File: config.mk
export PLATFORM = sky130hd
export DESIGN_NAME = edgecap_dual
export DESIGN_NICKNAME = d
export VERILOG_FILES = /design/src/rtl/edgecap_pkg.sv /design/src/rtl/edgecap_sync.sv /design/src/rtl/edgecap_edge_qual.sv /design/src/rtl/edgecap_slot_ctrl.sv /design/src/rtl/edgecap_store.sv /design/src/rtl/edgecap_dual.sv
export SDC_FILE = /design/constraint.sdc
export NUM_CORES = 1
export LEC_CHECK = 0
export BUFFER_PORTS_ARGS = -buffer_cell sky130_fd_sc_hd__buf_2
export CORE_AREA = 2 2 74 90
export CTS_CLUSTER_DIAMETER = 60
export DETAILED_ROUTE_END_ITERATION = 8
export DIE_AREA = 0 0 76 92
export HOLD_SLACK_MARGIN = 0.15
export PLACE_DENSITY = 0.84
export SYNTH_ARGS = -nofsm -noshare
export SYNTH_HDL_FRONTEND = slang
export SYNTH_HIERARCHICAL = 1
export SYNTH_SLANG_ARGS = --single-unit
File: constraint.sdc
create_clock -name clk -period 2.6 [get_ports clk]
set_input_delay 0.13 -clock clk [delete_from_list [all_inputs] [get_ports clk]]
set_output_delay 0.13 -clock clk [all_outputs]
set_load 0.02 [all_outputs]
File: src/rtl/edgecap_pkg.sv
// Shared definitions for the dual-slot edge capture unit.
// Assumes exactly two capture slots; the slot pointer also encodes "full".
package edgecap_pkg;

    typedef enum logic [1:0] {
        CAP_OFF  = 2'd0,
        CAP_RISE = 2'd1,
        CAP_FALL = 2'd2,
        CAP_BOTH = 2'd3
    } cap_mode_e;

    localparam int NUM_SLOTS = 2;
    localparam int SLOT_W    = $clog2(NUM_SLOTS + 1);

    typedef logic [SLOT_W-1:0] slot_idx_t;

endpackage

File: src/rtl/edgecap_sync.sv
// Multi-stage level synchronizer for an asynchronous input.
// Assumes the input is a slow level signal; the output lags by STAGES edges.
module edgecap_sync #(
    parameter int STAGES = 2
) (
    input  logic clk,
    input  logic rst_n,
    input  logic async_i,
    output logic sync_o
);

    logic [STAGES-1:0] chain_q;

    generate
        for (genvar s = 0; s < STAGES; s++) begin : g_stage
            if (s == 0) begin : g_first
                // First stage samples the raw pin.
                always_ff @(posedge clk) begin
                    if (!rst_n) chain_q[0] <= 1'b0;
                    else        chain_q[0] <= async_i;
                end
            end else begin : g_next
                // Later stages shift the sampled level along.
                always_ff @(posedge clk) begin
                    if (!rst_n) chain_q[s] <= 1'b0;
                    else        chain_q[s] <= chain_q[s-1];
                end
            end
        end
    endgenerate

    assign sync_o = chain_q[STAGES-1];

endmodule

File: src/rtl/edgecap_edge_qual.sv
// Edge detector and qualifier on the synchronized pin.
// Assumes sync_i is already clean; hit_o is combinational for the current cycle.
module edgecap_edge_qual
    import edgecap_pkg::*;
(
    input  logic      clk,
    input  logic      rst_n,
    input  logic      sync_i,
    input  cap_mode_e mode_i,
    input  logic      dir_in_i,
    output logic      hit_o
);

    logic prev_q;
    logic rise;
    logic fall;
    logic sel_edge;

    // Remember the synchronized level of the previous cycle.
    always_ff @(posedge clk) begin
        if (!rst_n) prev_q <= 1'b0;
        else        prev_q <= sync_i;
    end

    assign rise = sync_i & ~prev_q;
    assign fall = ~sync_i & prev_q;

    // Pick the edges the mode asks for.
    always_comb begin
        unique case (mode_i)
            CAP_RISE: sel_edge = rise;
            CAP_FALL: sel_edge = fall;
            CAP_BOTH: sel_edge = rise | fall;
            default:  sel_edge = 1'b0;
        endcase
    end

    assign hit_o = sel_edge & dir_in_i;

endmodule

File: src/rtl/edgecap_slot_ctrl.sv
// Slot pointer, re-arm logic and event generation.
// Assumes hit_o from the qualifier; the pointer saturates at NUM_SLOTS (full).
module edgecap_slot_ctrl
    import edgecap_pkg::*;
(
    input  logic                 clk,
    input  logic                 rst_n,
    input  logic                 hit_i,
    input  logic                 clear_i,
    input  cap_mode_e            mode_i,
    input  logic                 second_sel_i,
    output logic [NUM_SLOTS-1:0] wr_en_o,
    output slot_idx_t            slot_o,
    output logic                 rearm_o,
    output logic                 evt_o
);

    slot_idx_t slot_q;
    cap_mode_e mode_prev_q;
    logic      evt_q;
    logic      take;
    logic      room;

    // Track the mode of the previous cycle for off-to-active detection.
    always_ff @(posedge clk) begin
        if (!rst_n) mode_prev_q <= CAP_OFF;
        else        mode_prev_q <= mode_i;
    end

    assign rearm_o = (mode_prev_q == CAP_OFF) && (mode_i != CAP_OFF);
    assign room    = slot_q < slot_idx_t'(NUM_SLOTS);
    assign take    = hit_i && !clear_i && !rearm_o && room;

    generate
        for (genvar i = 0; i < NUM_SLOTS; i++) begin : g_wr
            assign wr_en_o[i] = take && (slot_q == slot_idx_t'(i));
        end
    endgenerate

    // Advance the pointer on a capture; re-arm wins over a capture.
    always_ff @(posedge clk) begin
        if (!rst_n)                slot_q <= '0;
        else if (clear_i || rearm_o) slot_q <= '0;
        else if (take)             slot_q <= slot_q + slot_idx_t'(1);
    end

    // Raise the event on the capture into the selected slot.
    always_ff @(posedge clk) begin
        if (!rst_n) evt_q <= 1'b0;
        else        evt_q <= take && (slot_q == slot_idx_t'(second_sel_i));
    end

    assign slot_o = slot_q;
    assign evt_o  = evt_q;

endmodule

File: src/rtl/edgecap_store.sv
// Bank of capture registers, one per slot, written by one-hot enables.
// Assumes at most one enable is high per cycle.
module edgecap_store
    import edgecap_pkg::*;
#(
    parameter int CNT_W = 32
) (
    input  logic                            clk,
    input  logic                            rst_n,
    input  logic [NUM_SLOTS-1:0]            wr_en_i,
    input  logic [CNT_W-1:0]                count_i,
    output logic [NUM_SLOTS-1:0][CNT_W-1:0] slots_o
);

    generate
        for (genvar i = 0; i < NUM_SLOTS; i++) begin : g_slot
            // Hold the captured count of this slot.
            always_ff @(posedge clk) begin
                if (!rst_n)         slots_o[i] <= '0;
                else if (wr_en_i[i]) slots_o[i] <= count_i;
            end
        end
    endgenerate

endmodule

File: src/rtl/edgecap_dual.sv
// Top of the dual-slot edge capture unit.
// Assumes count_i is synchronous to clk and pin_i is asynchronous.
module edgecap_dual
    import edgecap_pkg::*;
#(
    parameter int CNT_W     = 32,
    parameter int SYNC_STGS = 2
) (
    input  logic             clk,
    input  logic             rst_n,
    input  logic [CNT_W-1:0] count_i,
    input  logic             pin_i,
    input  logic [1:0]       cap_mode_i,
    input  logic             pin_is_input_i,
    input  logic             second_sel_i,
    input  logic             slot_clear_i,
    output logic [CNT_W-1:0] cap_first_o,
    output logic [CNT_W-1:0] cap_second_o,
    output logic             cap_evt_o
);

    cap_mode_e                      mode;
    logic                           pin_sync;
    logic                           hit;
    logic [NUM_SLOTS-1:0]           wr_en;
    slot_idx_t                      slot_idx;
    logic                           rearm;
    logic [NUM_SLOTS-1:0][CNT_W-1:0] slots;

    assign mode = cap_mode_e'(cap_mode_i);

    edgecap_sync #(.STAGES(SYNC_STGS)) u_sync (
        .clk     (clk),
        .rst_n   (rst_n),
        .async_i (pin_i),
        .sync_o  (pin_sync)
    );

    edgecap_edge_qual u_qual (
        .clk      (clk),
        .rst_n    (rst_n),
        .sync_i   (pin_sync),
        .mode_i   (mode),
        .dir_in_i (pin_is_input_i),
        .hit_o    (hit)
    );

    edgecap_slot_ctrl u_ctrl (
        .clk          (clk),
        .rst_n        (rst_n),
        .hit_i        (hit),
        .clear_i      (slot_clear_i),
        .mode_i       (mode),
        .second_sel_i (second_sel_i),
        .wr_en_o      (wr_en),
        .slot_o       (slot_idx),
        .rearm_o      (rearm),
        .evt_o        (cap_evt_o)
    );

    edgecap_store #(.CNT_W(CNT_W)) u_store (
        .clk     (clk),
        .rst_n   (rst_n),
        .wr_en_i (wr_en),
        .count_i (count_i),
        .slots_o (slots)
    );

    assign cap_first_o  = slots[0];
    assign cap_second_o = slots[1];

endmodule

==> results of run 1 <==
how the worst min path moves through the flow:
| stage | endpoint | slack (ns) | depth (start not counted) | startpoint |
|---|---|---|---|---|
| finish | u_ctrl/slot_o[1] | 0.24 | 5 | pin_is_input_i |
| global route | u_ctrl/slot_o[1] | 0.25 | 5 | pin_is_input_i |
| CTS | u_ctrl/slot_o[1] | 0.21 | 5 | pin_is_input_i |
| detailed placement | u_sync/chain_q[0] | 0.34 | 2 | pin_i |
| global placement | u_sync/chain_q[0] | 0.34 | 2 | pin_i |
| floorplan | u_ctrl/mode_prev_q[0] | 0.25 | 1 | cap_mode_i[0] |
state kept, by name (all words and copies together) (netlist names):
| register | count |
|---|---|
| u_ctrl/evt_o | 1 |
| u_store/slots_o | 64 |
| u_sync/chain_q | 1 |
| u_qual/prev_q | 1 |
| u_ctrl/slot_o | 2 |
| u_sync/sync_o | 1 |
| u_ctrl/mode_prev_q | 2 |
final cells by class:
cell class / count / area (µm²) / area share [%]
Clock buffer: 11 / 141 / 3.54
Clock inverter: 4 / 45.0 / 1.13
Inverter: 6 / 22.5 / 0.564
Multi-Input combinational cell: 156 / 1270 / 31.8
Sequential cell: 72 / 1440 / 36.1
Tap cell: 85 / 106 / 2.66
Timing Repair Buffer: 147 / 967 / 24.2
cells in the mapped netlist (all sizes together):
cell	instances	area, µm²
a311oi	1	8.76
nand2b	2	12.5
dfxtp	72	1440
and2	5	32.5
xnor2	2	17.5
clkbuf	6	22.5
buf	9	148
inv	6	22.5
a21oi	2	10.0
mux2i	64	641
nand2	3	11.3
o311ai	1	16.3
nor3	3	20.0
ha	4	50.1
nor2	4	17.5
nor2b	65	414
per-stage QoR:
| step | utilization (%) | setup slack, ns | area (µm²) | instances |
|---|---|---|---|---|
| after floorplan | - | 0.459 | 2890 | 249 |
| final | 64.3 | 0.217 | 3990 | 481 |
| after detailed placement | 55.0 | 0.0606 | 3410 | 428 |
| after global placement | 55.0 | 0.267 | 3410 | 428 |
| after global routing | 64.3 | 0.0319 | 3990 | 481 |
| after CTS | 64.2 | 0.0553 | 3980 | 481 |
per-layer routing:
| layer | track usage [%] | up-vias |
|---|---|---|
| li1 | - | 1098 |
| met1 | 19.0 | 1033 |
| met2 | 36.8 | 60 |
| met3 | 5.22 | 8 |
| met4 | 7.73 | 0 |
| met5 | 0 | - |
cell families (layout without fill, tap and decap cells):
group	count (synthesis)	count (layout)	share of synthesized area, %
AND/OR/NAND/NOR	82	82	17.6
adder cells (fa/ha/maj)	4	4	1.73
flip-flops	72	72	50.0
AO/OA/AOI/OAI	4	4	1.21
XOR/XNOR	2	2	0.607
buffers and inverters	21	168	6.68
multiplexers	64	64	22.2
tightest hold or removal path: cells and delay by family:
family | cells | cell delay (ns)
compound gates | 2 | 0.18
buf+inv | 2 | 0.15
simple gates | 1 | 0.06
repair_timing:
item,4_1_cts,5_1_grt
hold buffers,38,0
endpoints found under the setup margin,0,28
resized for setup,0,2
endpoints found under the hold margin,70,0
power by group:
part | switching, mW | leakage (nW) | internal (mW)
clock | 0.384 | 0.0989 | 0.460
sequential | 0.00750 | 0.582 | 1.12
combinational | 0.0766 | 0.951 | 0.104
==> results.md, run 1 <==
* Router iterations before antenna repair at 4
* Unrepaired setup endpoints after global routing: false
* Critical Path Slowest Stage Cell: sky130_fd_sc_hd__dfxtp_1
* Die footprint at 6990 µm²
* Clock latency at the later pin of the worst-skew pair at 0.33 ns
* Stage delay of the slowest cell on the critical path at 0.35 ns
* Wire length per cell after detailed routing at 13.2 µm
* Critical-path maximum fanout at 12
* Critical path class: register to register
* Power per unit of standard cell area at 538 nW/µm²
* Cell Rows at 32
* Violation count after the first detailed-route iteration at 81
* Crit-path leading delay family: simple AND/OR/NAND/NOR gates
* CORE AREA at 6210 µm²
* Req. time, crit path at 2.82 ns
* Count of mapped cells out of synthesis at 249
* Clock sinks at 72
* Count of endpoints failing hold in the final timing report at 0
* Critical Path Source Type: register
* Wire length on met2 at 3.50 mm
* Maximum buffer depth of the clock tree at 2
* Final cycle utilization of the critical path at 91.7%
* Filler instances at 486
* Final setup vio count at 0
* Cts bufs inserted at 9
* Buffering stage count on the worst path with inverters included at 2
* Worst max-slew margin expressed relative to the limit at 65.8%
* Startpoint of the worst-slack reg-to-reg timing path: u_sync/sync_o
* Horiz. Die Dim at 76 µm
* Initial core utilization at 46.5%
* Max Cap Viol at 0
* Per-instance average area after synthesis at 11.6 µm²
* Cells traversed along the worst timing path: inv_1, ha_1, nand2b_1, a311oi_2, nor2b_4, nand2_1, nor3_2, buf_4, mux2i_1, nor2b_1
* Hold Slack at 0.244 ns
* Number of post-CTS setup repair buffers at 0
* Final Net Count at 436
* Fraction of the yosys area taken by sequential cells at 50.0%
* Reg-to-Reg End: u_store/slots_o[40]
* Gp weighted congestion at 0.713
* Class of the worst hold path: input port to register
* Die height at 92 µm
* Total overflow reported by the global router at 0
* Slew Limit Fails at 0
* Register bit count reported by yosys at 72
* Total of buffers placed on input and output ports at 104
* Commonest non-fill, non-tap cell in the layout: sky130_fd_sc_hd__buf_2
* H-tree depth at 3
* Wire length on met1 at 2.51 mm
* Post-detailed-placement half-perimeter wirelength at 4.05 mm
* Largest net degree at the start of global routing at 38
* Post-detailed-route count of antenna-violating nets at 0
* Endpoint of the most critical setup path: u_store/slots_o[40]
* Source of the critical timing path: u_sync/sync_o
* Clock tree from TritonCTS: done
* Count of synthesis-stage warnings from yosys at 6
* Power, Total at 2.15 mW
* Global-route wire length before repair at 10.5 mm
* Worst setup skew after layout at 0.00770 ns
* Clock transition time at the flip-flop clock pins of the worst setup and hold paths at 0.07 ns
* Share of final-layout standard cells stronger than drive strength 1 at 33.1%
* Final worst path period need at 2.38 ns
* Slew at the pin closest to its max-slew limit at 0.513 ns
* Commonest cells after routing, fill and taps aside: sky130_fd_sc_hd__buf_2, sky130_fd_sc_hd__dfxtp_1, sky130_fd_sc_hd__mux2i_1, sky130_fd_sc_hd__nor2b_1, sky130_fd_sc_hd__dlygate4sd3_1
* Length in cells of the worst reg-to-reg path at 10
* Detailed-route wire length at 6.37 mm
* Antenna Cells at 0
* Boundary pin count at 105
* Post-Syn Area at 2890 µm²
* Worst-case register-to-register setup slack at 0.22 ns
* Post-synth net total at 293
* Via count of the first global-routing pass at 2359
* Pleak at 1.63 nW
* Signed area change from the synthesized netlist to the final layout at 38.3%
* Global Route Usage Sum at 19.0%
* Synth cell types at 22
* Met3 layer wire length in the routed design at 268 µm
* Number of antenna violations at the first check in global routing at 0
* Residual DRC count at 0
* Vias post-DR at 2199
* Run status: finished, final reports clean
* WP data arrival at 2.61 ns
* Topmost layer with routed signal wires: met4
* Crit end category: register
* DR vias/cell at 4.57
* Stages on the worst setup path at 10
* Total negative slack at 0 ns
* Upper clock frequency limit at 420 MHz
* Clock root buffer master: sky130_fd_sc_hd__clkbuf_8
* Worst voltage drop across the vdd grid at 368 µV
Power figures use the tool's default switching activity.
==> inputs of run 2 (changes only) <==
--- a/config.mk
+++ b/config.mk
@@ -11,7 +11,7 @@
 export DETAILED_ROUTE_END_ITERATION = 8
 export DIE_AREA = 0 0 76 92
 export HOLD_SLACK_MARGIN = 0.15
-export PLACE_DENSITY = 0.84
+export PLACE_DENSITY = 0.77
 export SYNTH_ARGS = -nofsm -noshare
 export SYNTH_HDL_FRONTEND = slang
 export SYNTH_HIERARCHICAL = 1
==> run 2 against run 1 <==
  * Non-clock buffer count is the same
  * Clock skew grew 0.0022 ns
  * Global-route usage shrank 0.35 points
  * Die area is the same
==> results.md, run 2 (synthesized netlist as in run 1, its figures left out) <==
* Run status: finished, final reports clean
* Commonest non-fill, non-tap cell in the layout: sky130_fd_sc_hd__buf_2
* Hold Slack at 0.226 ns (-0.0180 ns)
* Initial core utilization at 46.5% (unchanged)
* Post-detailed-route count of antenna-violating nets at 0 (unchanged)
* Die height at 92 µm (unchanged)
* Unrepaired setup endpoints after global routing: true
* Reg-to-Reg End: u_store/slots_o[37]
* Worst min-delay path endpoint: u_ctrl/slot_o[1]
* Violation count after the first detailed-route iteration at 94 (+16%)
* Filler instances at 470 (-3.3%)
* Signed area change from the synthesized netlist to the final layout at 39.1%
* Dpl ws at 0.244 ns (+0.183 ns)
* Max Cap Viol at 0 (unchanged)
* Detailed-route wire length at 6.26 mm (-1.8%)
* Class of the worst hold path: input port to register
* Post-route non-filler standard cell count at 481 (unchanged)
* Clock sinks at 72 (unchanged)
* Count of endpoints failing hold in the final timing report at 0 (unchanged)
* Clock latency at the later pin of the worst-skew pair at 0.33 ns (about the same)
* Worst-case register-to-register setup slack at 0.16 ns (-0.06 ns)
* Global Route Usage Sum at 18.7% (-0.35 points)
* Clock tree from TritonCTS: done
* Share of final-layout standard cells stronger than drive strength 1 at 33.1% (unchanged)
* Critical path class: register to register
* Clock root buffer master: sky130_fd_sc_hd__clkbuf_8
* Residual DRC count at 0 (unchanged)
* Worst voltage drop across the vdd grid at 506 µV (+38%)
* Inst Count DP at 428 (unchanged)
* Total overflow reported by the global router at 0 (unchanged)
* CORE AREA at 6210 µm² (unchanged)
* Cells on Worst Hold Path at 5 (unchanged)
* Upper clock frequency limit at 409 MHz (-2.5%)
* Final Worst Setup Slack at 0.155 ns (-0.0613 ns)
* Slew Limit Fails at 0 (unchanged)
* Startpoint of the worst-slack reg-to-reg timing path: u_sync/sync_o
* Via count of the first global-routing pass at 2357 (-0.085%)
* Worst max-slew margin expressed relative to the limit at 70.5% (+4.7 points)
* Clock transition time at the flip-flop clock pins of the worst setup and hold paths at 0.07 ns (about the same)
* Area used by multi-input combinational logic at 1260 µm² (-0.49%)
* Global-route wire length before repair at 10.4 mm (-1.2%)
* Total of buffers placed on input and output ports at 104 (unchanged)
* Router iterations before antenna repair at 4 (unchanged)
* Length in cells of the worst reg-to-reg path at 10 (unchanged)
* Wire length per cell after detailed routing at 13.0 µm (-1.8%)
* Final worst path period need at 2.44 ns (+0.0613 ns)
* Worst setup skew after layout at 0.00994 ns (+0.00224 ns)
* Startpoint of the most critical hold path: pin_is_input_i
* Antenna Cells at 0 (unchanged)
* Register bank with the most flops: u_store/slots_o
* Final cycle utilization of the critical path at 94.0% (+2.4 points)
* Vias post-DR at 2161 (-1.7%)
* Req. time, crit path at 2.82 ns (about the same)
* DR vias/cell at 4.49 (-1.7%)
* Final Net Count at 436 (unchanged)
* Die footprint at 6990 µm² (unchanged)
* WP data arrival at 2.66 ns (+0.05 ns)
* Largest net degree at the start of global routing at 39 (+2.6%)
* Maximum buffer depth of the clock tree at 2 (unchanged)
* H-tree depth at 3 (unchanged)
* Pleak at 1.64 nW (+0.52%)
* Number of flip-flops under the largest register name at 64 (unchanged)
* Number of post-CTS setup repair buffers at 0 (unchanged)
* Critical-path maximum fanout at 18 (+6)
* Number of antenna violations at the first check in global routing at 0 (unchanged)
* Commonest cells after routing, fill and taps aside: sky130_fd_sc_hd__buf_2, sky130_fd_sc_hd__dfxtp_1, sky130_fd_sc_hd__mux2i_1, sky130_fd_sc_hd__nor2b_1, sky130_fd_sc_hd__dlygate4sd3_1
* Gp weighted congestion at 0.732 (+2.6%)
* Horiz. Die Dim at 76 µm (unchanged)
* Critical Path Source Type: register
* Boundary pin count at 105 (unchanged)
* Area taken by flip-flops and latches at 1440 µm² (unchanged)
* Cell Rows at 32 (unchanged)
* Final setup vio count at 0 (unchanged)
* Power per unit of standard cell area at 587 nW/µm² (+9.0%)
* Cts bufs inserted at 9 (unchanged)
* Slew at the pin closest to its max-slew limit at 0.443 ns (-0.0703 ns)
* Crit end category: register
* Post-detailed-placement half-perimeter wirelength at 3.96 mm (-2.2%)
[run 2: repair_timing]
action	4_1_cts	5_1_grt
setup endpoints to repair	0	3
resized for setup	0	0
endpoints found under the hold margin	70	0
hold buffers	38	0
[run 2: how the worst max path moves through the flow]
stage	slack, ns	endpoint	startpoint
2_1_floorplan	0.46	u_store/slots_o[0]	u_sync/sync_o
6_report	0.16	u_store/slots_o[37]	u_sync/sync_o
4_1_cts	0.18	u_store/slots_o[7]	u_sync/sync_o
3_3_place_gp	0.30	u_store/slots_o[1]	u_sync/sync_o
5_1_grt	-0.01	u_store/slots_o[23]	u_sync/sync_o
3_5_place_dp	0.24	u_store/slots_o[31]	u_sync/sync_o
[run 2: cell type report]
| type | count | area share [%] |
|---|---|---|
| clock buffers | 10 | 3.43 |
| clock inverters | 5 | 2.62 |
| inverters | 6 | 0.561 |
| multi-input cells | 156 | 31.4 |
| flip-flops and latches | 72 | 35.9 |
| well taps | 85 | 2.65 |
| repair buffers | 147 | 23.4 |
[run 2: metal layers]
| metal | GRT usage, % | vias to the layer above | wire (µm) |
|---|---|---|---|
| li1 | - | 1094 | - |
| met1 | 20.9 | 997 | 2710 |
| met2 | 33.6 | 63 | 3180 |
| met3 | 4.63 | 7 | 282 |
| met4 | 8.18 | 0 | 88 |
| met5 | 0 | - | 0 |
[run 2: metrics by stage]
step                      util (%)  area [µm²]  setup TNS [ns]  total power [mW]
after floorplan                  -        2890               0              1.23
after global placement        54.6        3390               0              1.28
after detailed placement      54.6        3390               0              1.28
after CTS                     64.7        4010               0              2.37
after global routing          64.7        4010         -0.0262              2.45
final                         64.7        4010               0              2.35
[run 2: power breakdown]
group | internal (mW) | switching, mW
Combinational | 0.102 | 0.0762
Sequential | 1.12 | 0.00728
Clock | 0.658 | 0.394
Total | 1.88 | 0.477
[run 2: critical path, stage by stage (launching register included)]
cell	delay (ns)
sky130_fd_sc_hd__dfxtp_1	0.35
sky130_fd_sc_hd__inv_1	0.05
sky130_fd_sc_hd__ha_1	0.28
sky130_fd_sc_hd__nand2b_1	0.14
sky130_fd_sc_hd__a311oi_1	0.34
sky130_fd_sc_hd__nor2b_4	0.26
sky130_fd_sc_hd__nand2_1	0.09
sky130_fd_sc_hd__nor3_2	0.14
sky130_fd_sc_hd__buf_4	0.35
sky130_fd_sc_hd__mux2i_1	0.25
sky130_fd_sc_hd__nor2b_1	0.07
==> inputs of run 3 (changes only) <==
--- a/config.mk
+++ b/config.mk
@@ -11,7 +11,7 @@
 export DETAILED_ROUTE_END_ITERATION = 8
 export DIE_AREA = 0 0 76 92
 export HOLD_SLACK_MARGIN = 0.15
-export PLACE_DENSITY = 0.77
+export PLACE_DENSITY = 0.81
 export SYNTH_ARGS = -nofsm -noshare
 export SYNTH_HDL_FRONTEND = slang
 export SYNTH_HIERARCHICAL = 1
==> constraint.sdc (replaced) <==
create_clock -name clk -period 2.65 [get_ports clk]
set_input_delay 0.1325 -clock clk [delete_from_list [all_inputs] [get_ports clk]]
set_output_delay 0.1325 -clock clk [all_outputs]
set_load 0.02 [all_outputs]
==> run 3 against run 2 <==
  * Setup slack better by 0.074 ns
  * Register-to-register slack better by 0.07 ns
  * Total power down 9.7%
  * Clock skew down 0.0017 ns
  * Combinational power down 2%
  * Maximum frequency up 1.0%
  * Cell area down 1.3%
  * Global-route usage about the same
  * Clock power down 19%
  * Non-clock buffer count down 2
  * Flip-flop and latch count unchanged
  * Critical path depth unchanged
==> results.md, run 3 (synthesized netlist as in run 1, its figures left out) <==
* DR vias/cell at 4.55 (+1.2%)
* Final worst path period need at 2.42 ns (-0.0242 ns)
* WP data arrival at 2.64 ns (-0.02 ns)
* Die footprint at 6990 µm² (unchanged)
* Total overflow reported by the global router at 0 (unchanged)
* Buffering stage count on the worst path with inverters included at 2 (unchanged)
* Worst setup skew after layout at 0.00821 ns (-0.00173 ns)
* Clock latency at the later pin of the worst-skew pair at 0.33 ns (about the same)
* Count of endpoints failing hold in the final timing report at 0 (unchanged)
* Global-route wire length before repair at 10.4 mm (-0.20%)
* Most congested layer reported by global routing: met2
* Commonest non-fill, non-tap cell in the layout: sky130_fd_sc_hd__buf_2
* Number of flip-flops under the largest register name at 64 (unchanged)
* Commonest cells after routing, fill and taps aside: sky130_fd_sc_hd__buf_2, sky130_fd_sc_hd__dfxtp_1, sky130_fd_sc_hd__mux2i_1, sky130_fd_sc_hd__nor2b_1, sky130_fd_sc_hd__dlygate4sd3_1
* Power, Total at 2.12 mW (-9.7%)
* Class of the worst hold path: input port to register
* Power per unit of standard cell area at 537 nW/µm² (-8.5%)
* Cell Rows at 32 (unchanged)
* Pleak at 1.60 nW (-2.3%)
* Routing usage on met3 at 4.53% (-0.098 points)
* Number of antenna violations at the first check in global routing at 0 (unchanged)
* Max Cap Viol at 0 (unchanged)
* CORE AREA at 6210 µm² (unchanged)
* Cells traversed along the worst timing path: inv_1, ha_1, nand2b_1, a311oi_1, nor2b_4, nand2_1, nor3_2, buf_4, mux2i_1, nor2b_1
* Detailed-route wire length at 6.37 mm (+1.7%)
* Final cycle utilization of the critical path at 91.3% (-2.7 points)
* Slew at the pin closest to its max-slew limit at 0.444 ns (+0.000862 ns)
* Critical-path maximum fanout at 14 (-4)
* Antenna Cells at 0 (unchanged)
* Worst-case register-to-register setup slack at 0.23 ns (+0.07 ns)
* Via count of the first global-routing pass at 2296 (-2.6%)
* Total of buffers placed on input and output ports at 104 (unchanged)
* Final Net Count at 434 (-0.46%)
* Router iterations before antenna repair at 4 (unchanged)
* Critical path class: register to register
* Worst max-slew margin expressed relative to the limit at 70.4% (about the same)
* Die height at 92 µm (unchanged)
* Number of post-CTS setup repair buffers at 0 (unchanged)
* Clock tree from TritonCTS: done
* Post-detailed-route count of antenna-violating nets at 0 (unchanged)
* Unrepaired setup endpoints after global routing: false
* Share of final-layout standard cells stronger than drive strength 1 at 33.2% (+0.084 points)
* Global Route Usage Sum at 18.7% (+0.022 points)
* Total negative slack at 0 ns (unchanged)
* Wire length per cell after detailed routing at 13.3 µm (+2.0%)
* Dpl ws at 0.226 ns (-0.0176 ns)
* Final setup vio count at 0 (unchanged)
* Slew Limit Fails at 0 (unchanged)
* Critical Path Slowest Stage Cell: sky130_fd_sc_hd__dfxtp_1
* Clock root buffer master: sky130_fd_sc_hd__clkbuf_8
* Upper clock frequency limit at 413 MHz (+1.0%)
* Critical Path Source Type: register
* Stage delay of the slowest cell on the critical path at 0.36 ns (about the same)
* Boundary pin count at 105 (unchanged)
* Gp weighted congestion at 0.730 (-0.26%)
* Crit-path leading delay family: simple AND/OR/NAND/NOR gates
* Cts bufs inserted at 9 (unchanged)
* Register bank with the most flops: u_store/slots_o
* Final Worst Setup Slack at 0.230 ns (+0.0742 ns)
* Req. time, crit path at 2.87 ns (+0.05 ns)
* Clock sinks at 72 (unchanged)
* Worst voltage drop across the vdd grid at 338 µV (-33%)
* Run status: finished, final reports clean
* H-tree depth at 3 (unchanged)
* Largest net degree at the start of global routing at 41 (+5.1%)
* Horiz. Die Dim at 76 µm (unchanged)
* Met1 GRT Util at 19.6% (-1.3 points)
* Residual DRC count at 0 (unchanged)
* Post-detailed-placement half-perimeter wirelength at 4.07 mm (+2.7%)
* Initial core utilization at 46.5% (unchanged)
* Signed area change from the synthesized netlist to the final layout at 37.2%
* Maximum buffer depth of the clock tree at 2 (unchanged)
* Clock transition time at the flip-flop clock pins of the worst setup and hold paths at 0.08 ns (about the same)
* Crit end category: register
* Violation count after the first detailed-route iteration at 55 (-41%)
* Met2 usage at 35.7% (+2.2 points)
* Vias post-DR at 2182 (+0.97%)
-- run 3: cell types whose count changed in the layout (fill, tap and decap cells not counted) --
cell,change
sky130_fd_sc_hd__bufinv_16,-2
sky130_fd_sc_hd__buf_12,+1
sky130_fd_sc_hd__inv_6,+1
sky130_fd_sc_hd__clkbuf_8,-1
sky130_fd_sc_hd__dlygate4sd3_1,-2
sky130_fd_sc_hd__buf_4,-1
sky130_fd_sc_hd__clkbuf_1,+1
sky130_fd_sc_hd__clkinvlp_4,+2
-- run 3: repair_timing --
action	in CTS	in global routing
gates resized for setup	0	0
endpoints found under the setup margin	0	0
hold endpoints to repair	68	0
hold buffers	36	0
-- run 3: routing by layer --
metal	up-vias	share of wire [%]
li1	1093	-
met1	1022	41
met2	59	54
met3	8	4.3
met4	0	0.85
met5	-	0
-- run 3: cell type report --
class / count / area, µm²
multi-input cells: 156 / 1260
fillers: 501 / 2250
flip-flops and latches: 72 / 1440
well taps: 85 / 106
clock inverters: 6 / 68.8
clock buffers: 10 / 128
repair buffers: 145 / 931
inverters: 6 / 22.5
-- run 3: power by group --
part	switching [mW]	internal (mW)
logic	0.0742	0.100
registers	0.00750	1.09
clock network	0.410	0.438
-- run 3: worst min-delay path: stages --
cell	delay [ns]
sky130_fd_sc_hd__buf_2	0.13
sky130_fd_sc_hd__inv_1	0.06
sky130_fd_sc_hd__o311ai_2	0.09
sky130_fd_sc_hd__nor2_1	0.06
-- run 3: final timing paths --
kind                                        start             endpoint  depth (start not counted)
worst max-delay path                u_sync/sync_o  u_store/slots_o[11]                         10
worst min-delay path                 slot_clear_i         u_ctrl/evt_o                          4
worst max register to register      u_sync/sync_o  u_store/slots_o[11]                         10
worst min register to register  u_sync/chain_q[0]        u_sync/sync_o                          1
-- run 3: metrics by stage --
| stage | util, % | instances | hold WS, ns | cell area (µm²) |
|---|---|---|---|---|
| finish | 63.8 | 480 | 0.185 | 3960 |
| global route | 63.8 | 480 | 0.187 | 3960 |
| CTS | 63.8 | 480 | 0.170 | 3960 |
| detailed placement | 54.8 | 428 | 0.343 | 3400 |
| global placement | 54.8 | 428 | 0.339 | 3400 |
| floorplan | - | 249 | 0.254 | 2890 |
